**src/rtl/bfx_pkg.sv**
```systemverilog
`timescale 1ns/1ps
// bfx_pkg: types shared by the bit-field XNOR unit.
// Assumes flags travel as {n,z,v,c}, n in the most significant position.
package bfx_pkg;
    typedef struct packed {
        logic n;
        logic z;
        logic v;
        logic c;
    } bfx_flags_t;
endpackage

```
**src/rtl/bfx_regfile.sv**
```systemverilog
`timescale 1ns/1ps
// bfx_regfile: NREG x DW register file, four combinational read ports and one
// synchronous write port. Entry 0 is never written and always reads zero.
// Assumes NREG is a power of two so every index value addresses an entry.
module bfx_regfile #(
    parameter int  DW    = 16,
    parameter int  NREG  = 8,
    localparam int IDX_W = $clog2(NREG)
) (
    input  logic             clk,
    input  logic             rst_n,
    input  logic [IDX_W-1:0] ra_idx,
    input  logic [IDX_W-1:0] rb_idx,
    input  logic [IDX_W-1:0] rc_idx,
    input  logic [IDX_W-1:0] rp_idx,
    output logic [DW-1:0]    ra_data,
    output logic [DW-1:0]    rb_data,
    output logic [DW-1:0]    rc_data,
    output logic [DW-1:0]    rp_data,
    input  logic             wr_en,
    input  logic [IDX_W-1:0] wr_idx,
    input  logic [DW-1:0]    wr_data
);
    logic [DW-1:0] store [NREG];

    // Purpose: clear on reset, otherwise commit a write to any entry but zero.
    always_ff @(posedge clk) begin
        if (!rst_n) begin
            for (int i = 0; i < NREG; i++) store[i] <= '0;
        end else if (wr_en && (wr_idx != '0)) begin
            store[wr_idx] <= wr_data;
        end
    end

    // Purpose: asynchronous read ports.
    assign ra_data = store[ra_idx];
    assign rb_data = store[rb_idx];
    assign rc_data = store[rc_idx];
    assign rp_data = store[rp_idx];

    // Register 0 never leaves zero.
    assert_r0_zero_R7: assert property (@(posedge clk) disable iff (!rst_n)
        store[0] == '0);

    // A write to a nonzero entry lands there on the next edge.
    for (genvar g = 1; g < NREG; g++) begin : g_wr_chk
        assert_write_lands_R10: assert property (@(posedge clk) disable iff (!rst_n)
            (wr_en && wr_idx == IDX_W'(g)) |=> store[g] == $past(wr_data));
        assert_idle_hold_R8: assert property (@(posedge clk) disable iff (!rst_n)
            !wr_en |=> store[g] == $past(store[g]));
    end
endmodule

```
**src/rtl/bfx_field_mask.sv**
```systemverilog
`timescale 1ns/1ps
// bfx_field_mask: decodes the control byte into width code, offset and a DW-bit
// field mask covering bits off..off+wid, clipped at the top bit.
// Assumes DW is a power of two and DW >= 2*FW.
module bfx_field_mask #(
    parameter int  DW = 16,
    localparam int FW = $clog2(DW)
) (
    input  logic            clk,
    input  logic            rst_n,
    input  logic [2*FW-1:0] ctl,
    output logic [FW-1:0]   wid,
    output logic [FW-1:0]   off,
    output logic [DW-1:0]   mask
);
    // Purpose: split the control byte, width in the upper half.
    assign wid = ctl[2*FW-1:FW];
    assign off = ctl[FW-1:0];

    // Purpose: one compare pair per bit position; positions past DW-1 simply do not exist.
    for (genvar i = 0; i < DW; i++) begin : g_bit
        assign mask[i] = (FW'(i) >= off) && ((FW'(i) - off) <= wid);
    end

    int exp_cnt;
    // Purpose: expected field size for the assertion, min(wid+1, DW-off).
    always_comb begin
        exp_cnt = ((int'(wid) + 1) < (DW - int'(off))) ? (int'(wid) + 1) : (DW - int'(off));
    end

    // Field is clipped at the top bit but never empty.
    assert_clip_width_R3: assert property (@(posedge clk) disable iff (!rst_n)
        $countones(mask) == exp_cnt);
    assert_field_base_R1: assert property (@(posedge clk) disable iff (!rst_n)
        mask[off] == 1'b1);
endmodule

```
**src/rtl/bfx_xnor_merge.sv**
```systemverilog
`timescale 1ns/1ps
// bfx_xnor_merge: aligns the source to the field offset, XNORs it into the
// destination under the mask and produces the N and Z results.
// Assumes the mask was built for the same offset.
module bfx_xnor_merge #(
    parameter int  DW = 16,
    localparam int FW = $clog2(DW)
) (
    input  logic [DW-1:0] src,
    input  logic [DW-1:0] dst,
    input  logic [DW-1:0] mask,
    input  logic [FW-1:0] off,
    output logic [DW-1:0] res,
    output logic          res_n,
    output logic          res_z
);
    logic [DW-1:0] aligned;

    // Purpose: move source bit 0 to the field base; bits shifted out are lost.
    assign aligned = src << off;

    // Purpose: keep outside bits, XNOR inside bits.
    assign res = (dst & ~mask) | (~(aligned ^ dst) & mask);

    // Purpose: condition results.
    assign res_n = res[DW-1];
    assign res_z = (res == '0);
endmodule

```
**src/rtl/bfx_unit.sv**
```systemverilog
`timescale 1ns/1ps
// bfx_unit: single-cycle bit-field insert with XNOR merge. Reads rd, rs1, rs2,
// writes the merged value back to rd and updates flags on the op_valid edge.
// Register loads and flag loads share the write path and lose to an operation.
module bfx_unit #(
    parameter int  DW    = 16,
    parameter int  NREG  = 8,
    localparam int IDX_W = $clog2(NREG),
    localparam int FW    = $clog2(DW)
) (
    input  logic             clk,
    input  logic             rst_n,
    input  logic             op_valid,
    input  logic [IDX_W-1:0] op_rd,
    input  logic [IDX_W-1:0] op_rs1,
    input  logic [IDX_W-1:0] op_rs2,
    input  logic             ld_valid,
    input  logic [IDX_W-1:0] ld_idx,
    input  logic [DW-1:0]    ld_data,
    input  logic             flag_wr,
    input  logic [3:0]       flag_din,
    input  logic [IDX_W-1:0] peek_idx,
    output logic [DW-1:0]    peek_data,
    output logic             flag_n,
    output logic             flag_z,
    output logic             flag_v,
    output logic             flag_c
);
    import bfx_pkg::*;

    logic [DW-1:0]    src_val, ctl_val, dst_val, merged;
    logic [DW-1:0]    mask;
    logic [FW-1:0]    wid, off;
    logic             res_n, res_z;
    logic             wr_en;
    logic [IDX_W-1:0] wr_idx;
    logic [DW-1:0]    wr_data;
    bfx_flags_t       flags_q;

    bfx_regfile #(.DW(DW), .NREG(NREG)) u_rf (
        .clk     (clk),
        .rst_n   (rst_n),
        .ra_idx  (op_rs1),
        .rb_idx  (op_rs2),
        .rc_idx  (op_rd),
        .rp_idx  (peek_idx),
        .ra_data (src_val),
        .rb_data (ctl_val),
        .rc_data (dst_val),
        .rp_data (peek_data),
        .wr_en   (wr_en),
        .wr_idx  (wr_idx),
        .wr_data (wr_data)
    );

    bfx_field_mask #(.DW(DW)) u_mask (
        .clk   (clk),
        .rst_n (rst_n),
        .ctl   (ctl_val[2*FW-1:0]),
        .wid   (wid),
        .off   (off),
        .mask  (mask)
    );

    bfx_xnor_merge #(.DW(DW)) u_merge (
        .src   (src_val),
        .dst   (dst_val),
        .mask  (mask),
        .off   (off),
        .res   (merged),
        .res_n (res_n),
        .res_z (res_z)
    );

    // Purpose: write-port arbitration, operation over load.
    always_comb begin
        if (op_valid) begin
            wr_en   = 1'b1;
            wr_idx  = op_rd;
            wr_data = merged;
        end else begin
            wr_en   = ld_valid;
            wr_idx  = ld_idx;
            wr_data = ld_data;
        end
    end

    // Purpose: flag register; an operation sets N,Z, clears V, holds C.
    always_ff @(posedge clk) begin
        if (!rst_n) begin
            flags_q <= '0;
        end else if (op_valid) begin
            flags_q.n <= res_n;
            flags_q.z <= res_z;
            flags_q.v <= 1'b0;
        end else if (flag_wr) begin
            flags_q <= bfx_flags_t'(flag_din);
        end
    end

    assign flag_n = flags_q.n;
    assign flag_z = flags_q.z;
    assign flag_v = flags_q.v;
    assign flag_c = flags_q.c;

    assert_n_bit15_R4: assert property (@(posedge clk) disable iff (!rst_n)
        op_valid |=> flag_n == $past(merged[DW-1]));
    assert_z_zero_R5: assert property (@(posedge clk) disable iff (!rst_n)
        op_valid |=> flag_z == ($past(merged) == '0));
    assert_v_clear_R6: assert property (@(posedge clk) disable iff (!rst_n)
        op_valid |=> !flag_v);
    assert_c_hold_R6: assert property (@(posedge clk) disable iff (!rst_n)
        op_valid |=> flag_c == $past(flag_c));
    assert_flags_idle_R8: assert property (@(posedge clk) disable iff (!rst_n)
        (!op_valid && !flag_wr) |=> $stable(flags_q));
    assert_outside_kept_R2: assert property (@(posedge clk) disable iff (!rst_n)
        op_valid |-> ((merged & ~mask) == (dst_val & ~mask)));
endmodule

```
**config.mk**
```make
export PLATFORM = sky130hd
export DESIGN_NAME = bfx_unit
export DESIGN_NICKNAME = d
export VERILOG_FILES = /design/src/rtl/bfx_pkg.sv /design/src/rtl/bfx_regfile.sv /design/src/rtl/bfx_field_mask.sv /design/src/rtl/bfx_xnor_merge.sv /design/src/rtl/bfx_unit.sv
export SDC_FILE = /design/constraint.sdc
export NUM_CORES = 1
export LEC_CHECK = 0
export BUFFER_PORTS_ARGS = -buffer_cell sky130_fd_sc_hd__buf_2
export CAP_MARGIN = 20
export CORE_AREA = 5 5 171 107
export CTS_CLUSTER_DIAMETER = 80
export DETAILED_ROUTE_END_ITERATION = 7
export DIE_AREA = 0 0 176 112
export PLACE_DENSITY = 0.81
export SYNTH_ARGS = -nofsm -noshare
export SYNTH_HDL_FRONTEND = slang
export SYNTH_SLANG_ARGS = --single-unit
```
**constraint.sdc**
```tcl
create_clock -name clk -period 6.1 [get_ports clk]
set_input_delay 1.22 -clock clk [delete_from_list [all_inputs] [get_ports clk]]
set_output_delay 1.22 -clock clk [all_outputs]
set_load 0.005 [all_outputs]
```
### Word level (Yosys, flattened, before mapping)

Memory sizes are Yosys's and may differ from the RTL's.
Cells that the tools add are included.

| storage, ports and cells | value |
|---|---|
| bits in registers | 4 |
| input bits | 40 |
| memories kept | 1 |
| bits in writable memories | 128 |

| operators by class | value |
|---|---|
| muxes and demuxes | 12 |
| order comparisons | 32 |
| shifts and indexed selects | 1 |
| reductions and logical operators | 23 |
| add/sub/neg operators | 16 |
| bitwise logic cells | 8 |

Memory list:

| memory | words | width | rd ports | clocked after Yosys merged registers in | wr ports | line | source |
|---|---|---|---|---|---|---|---|
| u_rf.store | 8 | 16 | 4 | 0 | 8 | bfx_regfile.sv:24 | `logic [DW-1:0] store [NREG];` |

Operators by type and width:

| kind | number |
|---|---|
| 4-bit less-or-equal comparator | 16 |
| 16-bit AND | 2 |
| 4-bit >= comparator, first input constant | 8 |
| 16-bit two-way mux | 2 |
| 16-bit NOT | 2 |
| 4-bit subtractor, first input constant | 8 |
| 1-bit logical AND | 17 |
| 3-bit by 4-bit >= comparator with 1-bit output, first input constant | 4 |
| 16-bit logical NOT | 1 |
| 16-bit OR | 1 |
| 16-bit OR reduction | 1 |
| 16-bit by 4-bit << shifter with 16-bit output | 1 |
| 3-bit by 4-bit subtractor with 4-bit output, first input constant | 4 |
| 16-bit XOR | 1 |
| 3-bit two-way mux | 3 |
| 1-bit by 4-bit >= comparator with 1-bit output, first input constant | 2 |
| 2-bit by 4-bit >= comparator with 1-bit output, first input constant | 2 |
| 1-bit by 4-bit subtractor with 4-bit output, first input constant | 2 |
| 2-bit by 4-bit subtractor with 4-bit output, first input constant | 2 |
| 1-bit two-way mux | 6 |
| 4-bit two-way mux | 1 |
| 3-bit nonzero test | 1 |
| 1-bit NOT | 2 |
| 2-bit AND reduction | 1 |
| 2 further kinds | 2 |

### Longest topological paths before layout

Gate-level depths: netlist of run 1.
An unclocked memory read counts as a cell.

| depth | value |
|---|---|
| depth after elaboration | 9 |
| mapped depth | 18 |
| gate-level depth less buffers | 15 |

### Modules after synthesis

A second synthesis of run 1 with hierarchy kept.

| second synthesis, totals | value |
|---|---|
| cells, all modules | 867 |
| area, all modules | 11816.3 µm² |

By module, submodules not included:

| module | area an instance (µm²) | sequential area each (µm²) | times used | cells an instance |
|---|---|---|---|---|
| bfx_regfile | 8952.3 | 3843.7 | 1 | 526 |
| bfx_field_mask | 1433.9 | 0.0 | 1 | 194 |
| bfx_xnor_merge | 1021.0 | 0.0 | 1 | 109 |
| bfx_unit | 409.1 | 80.1 | 1 | 38 |

### Worst setup path before layout of run 1

Ideal clock, no wire load.

| timing | value |
|---|---|
| path type | input to register |
| from | input op_rs2[0] |
| to | register flags_q (netlist bit flag_z) |
| data arrival time | 5.250 ns |
| required time | 6.031 ns |
| setup slack | 0.781 ns |
| path buffers | 4 |
| stages on the path | 18 |
| cell sequence | buf_6 > buf_2 > mux4_2 > mux2i_1 > buf_2 > buf_2 > ha_1 > a21oi_1 > xnor2_1 > inv_1 > ha_1 > a21oi_1 > a31oi_1 > a211oi_2 > xnor2_1 > or4_1 > or4b_1 > o21ai_1 |

| between the ends | value |
|---|---|
| longest elaborated chain between the ends | 9 |

RTL lines:

| what | line | source |
|---|---|---|
| start, declared | bfx_unit.sv:16 | `input logic [IDX_W-1:0] op_rs2,` |
| memory read 8 x 16 bit (*) | - |  |
| 1-bit by 4-bit subtractor with 4-bit output, or another cell as far along | bfx_field_mask.sv:22 | `assign mask[i] = (FW'(i) >= off) && ((FW'(i) - off) <= wid);` |
| 4-bit less-or-equal comparator | bfx_field_mask.sv:22 |  |
| 1-bit logical AND | bfx_field_mask.sv:22 |  |
| 16-bit NOT | bfx_xnor_merge.sv:23 | `assign res = (dst & ~mask) \| (~(aligned ^ dst) & mask);` |
| 16-bit AND | bfx_xnor_merge.sv:23 |  |
| 16-bit OR (*) | bfx_xnor_merge.sv:23 |  |
| 16-bit logical NOT (*) | bfx_xnor_merge.sv:27 | `assign res_z = (res == '0);` |
| 3-bit two-way mux (*) | bfx_unit.sv:92 | `end else if (op_valid) begin` |
| end signal, assigned | bfx_unit.sv:97 | `flags_q <= bfx_flags_t'(flag_din);` |
| end, declared | bfx_unit.sv:38 | `bfx_flags_t flags_q;` |

Every way passes the cells marked *; elsewhere a longest branch is shown, timed or not.
A chain may end at the register's enable or synchronous reset.

### Final worst setup path of run 1

Ends and elaborated chain as after synthesis.

==> results of run 1 <==
==> synth_stat cells, types with 5 or more instances <==
library cell  instances
mux2i_1              68
nand3_1              17
a22oi_1               5
buf_2                13
clkbuf_1             27
o22ai_1               6
buf_1                13
xnor2_1              14
edfxtp_1            128
nand4_1               5
nor2_1              120
nand2_1              41
xor2_1                5
a21oi_1              18
ha_1                 42
mux4_2              112
inv_1                26
a21boi_0              5
o21ai_0              15
a21o_1                6
mux2_2               23
nor3_1               17
a31oi_1               6
==> worst max-delay path, stage by stage <==
cell	delay, ns
buf_2	0.37
mux4_2	0.60
mux2i_4	0.19
inv_1	0.26
ha_1	0.32
xnor2_1	0.22
inv_1	0.07
ha_1	0.32
a21o_1	0.18
a21o_1	0.17
a21oi_1	0.13
o31ai_1	0.10
or2_2	0.29
a2111oi_0	0.70
or4b_1	0.49
o21ai_1	0.11
==> power by group <==
group	switching [W]	internal (W)	total (W)	leakage, nW
clock network	0.000424	0.000566	0.000990	0.260
registers	0.0000472	0.00105	0.00110	1.35
logic	0.000626	0.000432	0.00106	2.78
total	0.00110	0.00205	0.00315	4.39
==> worst paths after layout <==
check | end | depth (start not counted) | slack [ns] | from
setup / recovery | flag_z | 16 | 0.73 | op_rs2[0]
hold reg to reg | flag_v | 2 | 0.53 | flag_v
hold / removal | flag_v | 2 | 0.53 | flag_v
setup reg to reg | flag_z | 15 | 1.53 | u_rf.store[3][1]
==> area by class of cell <==
cell class,instances,area [um^2]
Clock buffer,19,433
Clock inverter,13,124
Fill cell,1223,5280
Inverter,28,105
Multi-Input combinational cell,611,5970
Sequential cell,132,3920
Tap cell,214,268
Timing Repair Buffer,94,558
==> routing by layer <==
metal / share of wire, % / wire (um)
met1: 38 / 12200
met2: 45 / 14200
met3: 14 / 4340
met4: 3.1 / 982
met5: 0 / 0
==> cells in the final DEF, fill, tap and decap left out, types with 5 or more instances in the layout <==
cell type / count
nor2_1: 120
ha_1: 42
mux2_2: 23
conb_1: 16
a21o_1: 6
buf_4: 35
o22ai_1: 6
xor2_1: 5
nand4_1: 5
a22oi_1: 5
edfxtp_1: 128
inv_1: 26
nand3_1: 17
nor3_1: 17
nand2_1: 41
a21boi_0: 5
o21ai_0: 15
a21oi_1: 18
a31oi_1: 6
mux2i_1: 67
buf_2: 59
clkbuf_16: 17
mux4_2: 112
xnor2_1: 14
==> kinds of logic (layout without fill, tap and decap cells) <==
| kind of cell | count (synthesis) | after routing |
|---|---|---|
| DFF | 132 | 132 |
| other | 1 | 16 |
| and+or+nand+nor | 225 | 225 |
| adders and majority gates | 42 | 42 |
| buffers and inverters | 84 | 154 |
| AOI/OAI and AO/OA | 103 | 103 |
| xor gates and xnor gates | 19 | 19 |
| muxes | 206 | 206 |
==> registers in the layout (all words and copies together) (netlist names) <==
name        flops
u_rf.store    128
flag_z          1
flag_v          1
flag_c          1
flag_n          1
==> stage by stage <==
step                hold slack (ns)  cells  cell area [um^2]  util [%]
global route                  0.585   1111             11400      68.3
finish                        0.528   1111             11400      68.3
floorplan                     0.513    827             10200         -
CTS                           0.531   1111             11400      68.3
detailed placement            0.518   1079             10800      65.0
global placement              0.521   1079             10800      65.0
==> results.json, run 1 <==
{
  "status": "finished clean",
  "setup_viol": 0,
  "path_max_fanout": 11,
  "yosys-mux-area-fraction_pct": 34.6,
  "use_met2_pct": 48.1,
  "skew_ns": 0.0130,
  "ys.flop_type": "edfxtp_1",
  "power_density_nw_per_um2": 277,
  "syn_avg_cell_area_um2": 12.5,
  "power_w": 0.00315,
  "syn_inst": 812,
  "grt_remaining_overflow": 0,
  "postCtsHoldBufs": 0,
  "cts_buffers": 17,
  "track_usage_pct": 32.6,
  "synthSimpleGateAreaFrac_pct": 9.68,
  "synth_compound_area_share_pct": 6.97,
  "leakage_nw": 4.39,
  "synth_edf_count": 128,
  "drt-initial-drc-count": 1082,
  "pre_cts_ws_ns": 0.438,
  "core-area_um2": 16700,
  "fmax_mhz": 186,
  "synthXorXnorAreaFrac_pct": 1.63,
  "synth_top_area_share_pct": 37.7,
  "ys_seq_area_share_pct": 38.5,
  "synthAdderAreaFrac_pct": 5.16,
  "antenna_cells": 0,
  "buffer_ports.inserted": 59,
  "ios": 60,
  "place.gp.congestion": 1.00,
  "rsz0062_at_grt": "no",
  "layout_setup_ws_ns": 0.734,
  "period_needed_ns": 5.37,
  "firstDrtPassIters": 5,
  "slew_headroom_pct": 24.6,
  "synth.largest_area_cell": "edfxtp_1",
  "critPathKind": "in -> reg",
  "vias": 8052,
  "grt_max_degree": 33,
  "drv_slew": 0,
  "cts-htree-levels": 4,
  "grt_antenna_before_repair": 0,
  "ys_async_sr_fraction_pct": 0,
  "gr-max-usage-layer": "met2",
  "clock_insertion_delay_worst_skew_ns": 0.43,
  "ys_types": 65,
  "grt_pass1_vias": 7842,
  "clk_path_buf_depth": 2,
  "drive_above_1_share_pct": 30.0,
  "place_hpwl_um": 21700,
  "clockRootBuffer": "clkbuf_16",
  "cts_repair_resize_count": 0,
  "post_drt_wl_per_cell_um": 28.6,
  "syn2layout_area_growth_pct": 11.8,
  "rows": 37,
  "grtUsageMet3_pct": 9.91,
  "postCtsSetupBuffers": 0,
  "met1_usage_pct": 46.5,
  "fp.dieW_um": 176,
  "cp.required_ns": 6.46,
  "cts.sinks": 132,
  "end_kind": "flip-flop",
  "start_util_pct": 61.1,
  "drt-total-wl_um": 31800,
  "drc": 0,
  "cp.arrival_ns": 5.73,
  "drtAntennaViolNets": 0,
  "worstMarginPinSlew_ns": 1.13,
  "syn_area_um2": 10200,
  "grt_pass1_wl_um": 47800,
  "cts_tree": "yes",
  "cap_violations": 0,
  "hold_viol_final": 0,
  "synth.ff_latch_count": 132,
  "hold_path.class": "reg -> reg",
  "ir_drop_v": 0.000155,
  "clkSlewWorstSetupHoldPaths_ns": 0.06,
  "viasPerCell": 7.25,
  "die_area_um2": 19700,
  "fin_nets": 966,
  "critPathLaunchType": "input pin",
  "setup_tns_ns": 0,
  "ys_warn_count": 0,
  "min_period_over_period_pct": 88.0,
  "netlist_top_cells_area": "edfxtp_1 38%, mux4_2 25%, mux2i_1 6.7%",
  "die-height_um": 112,
  "synth_top_family_by_area": "multiplexers"
}
No activity file was read; power rests on OpenSTA's default activity.
==> run 2: changes to the inputs <==
Clock period 6.1 ns to 5.2 ns, I/O delays scaled along.
==> results.json, run 2 (synthesis gave the netlist of run 1 again) <==
{
  "status": "finished clean",
  "end_kind": "flip-flop",
  "firstDrtPassIters": 6,
  "postCtsSetupBuffers": 0,
  "antenna_cells": 0,
  "r2r-start": "u_rf.store[7][2]",
  "regMostFlops": "u_rf.store",
  "cp.required_ns": 5.55,
  "final_common_cell": "edfxtp_1",
  "period_needed_ns": 4.86,
  "post_drt_wl_per_cell_um": 28.2,
  "die-height_um": 112,
  "setup_tns_ns": 0,
  "rows": 37,
  "track_usage_pct": 32.9,
  "buffer_ports.inserted": 59,
  "drtAntennaViolNets": 0,
  "cp.arrival_ns": 5.21,
  "cap_violations": 0,
  "rsz0062_at_grt": "no",
  "power_density_nw_per_um2": 326,
  "drive_above_1_share_pct": 32.2,
  "grt_remaining_overflow": 0,
  "clkSlewWorstSetupHoldPaths_ns": 0.07,
  "syn2layout_area_growth_pct": 14.3,
  "ir_drop_v": 0.000315,
  "slew_headroom_pct": 30.3,
  "clock_insertion_delay_worst_skew_ns": 0.42,
  "stdcell_count": 1137,
  "grt_antenna_before_repair": 0,
  "fp.dieW_um": 176,
  "min-delay-start": "flag_v",
  "drc": 0,
  "n_fill_cell": 1132,
  "viasPerCell": 7.21,
  "worstMarginPinSlew_ns": 1.04,
  "place_hpwl_um": 22300,
  "drv_slew": 0,
  "postCtsHoldBufs": 0,
  "cts-htree-levels": 4,
  "place.gp.congestion": 1.02,
  "critPathKind": "in -> reg",
  "grt_max_degree": 33,
  "grt_pass1_wl_um": 48300,
  "crit_start": "op_rs2[0]",
  "fin_nets": 992,
  "cts_tree": "yes",
  "drt-initial-drc-count": 1501,
  "skew_ns": 0.0116,
  "hold_viol_final": 0,
  "start_util_pct": 61.1,
  "critPathLaunchType": "input pin",
  "grt_pass1_vias": 7748,
  "largest_reg_flops": 128,
  "cts_buffers": 17,
  "dp_cells": 1105,
  "setup_viol": 0,
  "dpl-instance-area_um2": 11100,
  "stdcell_area_um2": 11600,
  "cts.sinks": 132,
  "min_period_over_period_pct": 93.4,
  "leakage_nw": 4.55,
  "path_max_fanout": 9,
  "vias": 8195,
  "final_cell_mix": "128 x edfxtp_1, 120 x nor2_1, 112 x mux4_2",
  "drt-total-wl_um": 32000,
  "cts_repair_resize_count": 0,
  "hold_path.class": "reg -> reg",
  "fmax_mhz": 206,
  "ios": 60,
  "core-area_um2": 16700,
  "rrSetupSlack_ns": 0.84,
  "clk_path_buf_depth": 2,
  "clockRootBuffer": "clkbuf_16",
  "finalCoreUtilization_pct": 69.9,
  "fin_hold_ws_ns": 0.550,
  "die_area_um2": 19700
}
==> run 2: path summary, 6_finish.rpt <==
check,to,cells after the start
hold reg to reg,flag_v,2
hold / removal,flag_v,2
setup / recovery,flag_z,16
setup reg to reg,flag_z,15
==> run 2: where the power goes <==
| group | total [W] | internal [W] | switching [W] |
|---|---|---|---|
| Clock | 0.00118 | 0.000670 | 0.000508 |
| Combinational | 0.00133 | 0.000567 | 0.000762 |
| Sequential | 0.00129 | 0.00124 | 0.0000576 |
| Total | 0.00380 | 0.00247 | 0.00133 |
==> run 2: cell type report <==
type	count	area (um^2)	area share (%)
Inverter	28	105	0.903
Timing Repair Buffer	120	803	6.90
Clock buffer	17	425	3.65
Multi-Input combinational cell	611	5970	51.3
Clock inverter	15	145	1.25
Tap cell	214	268	2.30
Sequential cell	132	3920	33.7
==> run 2: worst max-delay path, stage by stage <==
cell	delay, ns
buf_2	0.28
mux4_2	0.58
mux2i_4	0.19
inv_1	0.16
ha_1	0.26
xnor2_1	0.23
inv_1	0.07
ha_1	0.33
a21o_1	0.18
a21o_1	0.18
a21oi_1	0.18
o31ai_1	0.12
or2_2	0.30
a2111oi_0	0.48
or4b_1	0.50
o21ai_1	0.13
==> run 2: metal layers <==
metal  global-route usage (%)  wire length (um)  up-vias
met4                     6.75               552        0
met5                        0                 0        -
met1                     49.1             12000     3997
met2                     49.1             14500      738
li1                         -                 -     3394
met3                     9.37              5060       66
==> run 2: through the flow <==
step           total power [W]  setup slack, ns
2_1_floorplan          0.00213           0.0612
3_3_place_gp           0.00256            0.151
3_5_place_dp           0.00258           0.0197
4_1_cts                0.00376            0.415
5_1_grt                0.00394            0.120
6_report               0.00380            0.342
==> run 3: changes to the inputs <==
Settings changed: BUFFER_PORTS_ARGS -buffer_cell sky130_fd_sc_hd__buf_2 to unset, CORE_AREA 5 5 171 107 to 5 5 175 143, DIE_AREA 0 0 176 112 to 0 0 180 148, DONT_BUFFER_PORTS set to 1, PLACE_DENSITY 0.81 to 0.59.
==> results.json, run 3 (synthesis gave the netlist of run 1 again) <==
{
  "period_needed_ns": 4.76,
  "setup_viol": 0,
  "track_usage_pct": 25.8,
  "clkSlewWorstSetupHoldPaths_ns": 0.06,
  "clk_path_buf_depth": 2,
  "drt-total-wl_um": 34100,
  "stdcell_area_um2": 11200,
  "status": "finished clean",
  "fin_nets": 906,
  "critPathLaunchType": "input pin",
  "stdcell_count": 1150,
  "drv_slew": 0,
  "ios": 60,
  "path_max_fanout": 19,
  "largest_reg_flops": 128,
  "die-height_um": 148,
  "grt_max_degree": 37,
  "met1_usage_pct": 35.7,
  "cts-htree-levels": 4,
  "final_common_cell": "edfxtp_1",
  "max_stage_delay_ns": 0.69,
  "power_density_nw_per_um2": 326,
  "cpMostUsedCell": "buf_4",
  "critPathKind": "in -> reg",
  "crit_chain": "mux4_2 > mux2i_2 > buf_4 > buf_4 > ha_1 > inv_1 > ha_1 > o21ai_0 > a22oi_1 > or2_2 > or4_1 > a2111oi_0 > buf_4 > nand4bb_1 > o21ai_1",
  "layout_setup_ws_ns": 0.445,
  "gr-max-usage-layer": "met2",
  "critPathTopFamily": "compound AO/OA/AOI/OAI gates",
  "place.gp.congestion": 0.945,
  "end_kind": "flip-flop",
  "vias": 7698,
  "firstDrtPassIters": 6,
  "syn2layout_area_growth_pct": 10.2,
  "post_drt_wl_per_cell_um": 29.6,
  "dp_cells": 1117,
  "drive_above_1_share_pct": 25.1,
  "leakage_nw": 4.16,
  "cap_violations": 0,
  "cts_tree": "yes",
  "worstMarginPinSlew_ns": 0.798,
  "fin_hold_ws_ns": 0.540,
  "drc": 0,
  "cp_num_buf_inv": 4,
  "grt_pass1_wl_um": 51000,
  "cp.arrival_ns": 5.12,
  "cts_buffers": 17,
  "die_area_um2": 26600,
  "grtUsageMet3_pct": 7.58,
  "final_cell_mix": "128 x edfxtp_1, 120 x nor2_1, 112 x mux4_2",
  "dpl-instance-area_um2": 10600,
  "cts.sinks": 132,
  "rows": 50,
  "place_hpwl_um": 23300,
  "cp.required_ns": 5.57,
  "grt_antenna_before_repair": 1,
  "pre_cts_ws_ns": 0.107,
  "slew_headroom_pct": 45.3,
  "clockRootBuffer": "clkbuf_16",
  "setup_tns_ns": 0,
  "slowest_stage": "a2111oi_0",
  "grt_pass1_vias": 7702,
  "ir_drop_v": 0.000182,
  "min_period_over_period_pct": 91.4,
  "cts_repair_resize_count": 0,
  "drt-initial-drc-count": 1020,
  "regMostFlops": "u_rf.store",
  "postCtsSetupBuffers": 0,
  "use_met2_pct": 39.6,
  "fp.dieW_um": 180,
  "buffer_ports.inserted": 0,
  "grt_remaining_overflow": 0,
  "fmax_mhz": 210,
  "rsz0062_at_grt": "no",
  "viasPerCell": 6.69,
  "hold_path.class": "reg -> reg",
  "clock_insertion_delay_worst_skew_ns": 0.43,
  "start_util_pct": 44.1,
  "hold_viol_final": 0,
  "skew_ns": 0.0186,
  "postCtsHoldBufs": 0,
  "core-area_um2": 23100,
  "drtAntennaViolNets": 0
}
==> run 3: changes by cell type in the layout (fill, tap and decap cells not counted), sizes merged <==
cell    before  now
clkbuf      17   18
clkinv       4    3
diode        0    1
buf        120   34
==> run 3: path summary, 6_finish.rpt <==
check,slack (ns),depth (start not counted),from,end
min,0.54,2,flag_v,flag_v
max reg2reg,0.62,15,u_rf.store[7][2],flag_z
min reg2reg,0.54,2,flag_v,flag_v
max,0.44,15,op_rs2[0],flag_z
==> run 3: report_power, final <==
part	total [W]	internal [W]	leakage (nW)	switching [W]
clock	0.00121	0.000675	0.273	0.000530
combinational	0.00116	0.000491	2.53	0.000668
sequential	0.00129	0.00123	1.35	0.0000543
==> run 3: worst register-to-register path: cells and delay by family, from the launching register on <==
family | cells | cell delay, ns
AOI/OAI and AO/OA | 4 | 1.03
adders and majority gates | 2 | 0.55
buffers and inverters | 4 | 0.80
DFF | 1 | 0.44
muxes | 2 | 0.72
and+or+nand+nor | 3 | 1.01
==> run 3: final cells by class <==
type / instances / area [um^2]
fillers: 2000 / 11900
diodes: 1 / 2.50
well taps: 312 / 390
clock buffers: 18 / 429
flip-flops and latches: 132 / 3920
multi-input cells: 611 / 5970
inverters: 28 / 105
clock inverters: 14 / 145
repair buffers: 34 / 255
==> run 3: per-layer routing <==
layer / share of wire [%] / routed length, um
met2: 45 / 15500
met1: 39 / 13300
met5: 0 / 0
met3: 13 / 4270
met4: 2.9 / 980
==> run 3: metrics by stage <==
step           power [W]  utilization (%)
2_1_floorplan    0.00213                -
4_1_cts          0.00365             48.6
3_5_place_dp     0.00244             46.1
5_1_grt          0.00381             48.6
6_report         0.00365             48.6
3_3_place_gp     0.00243             46.1
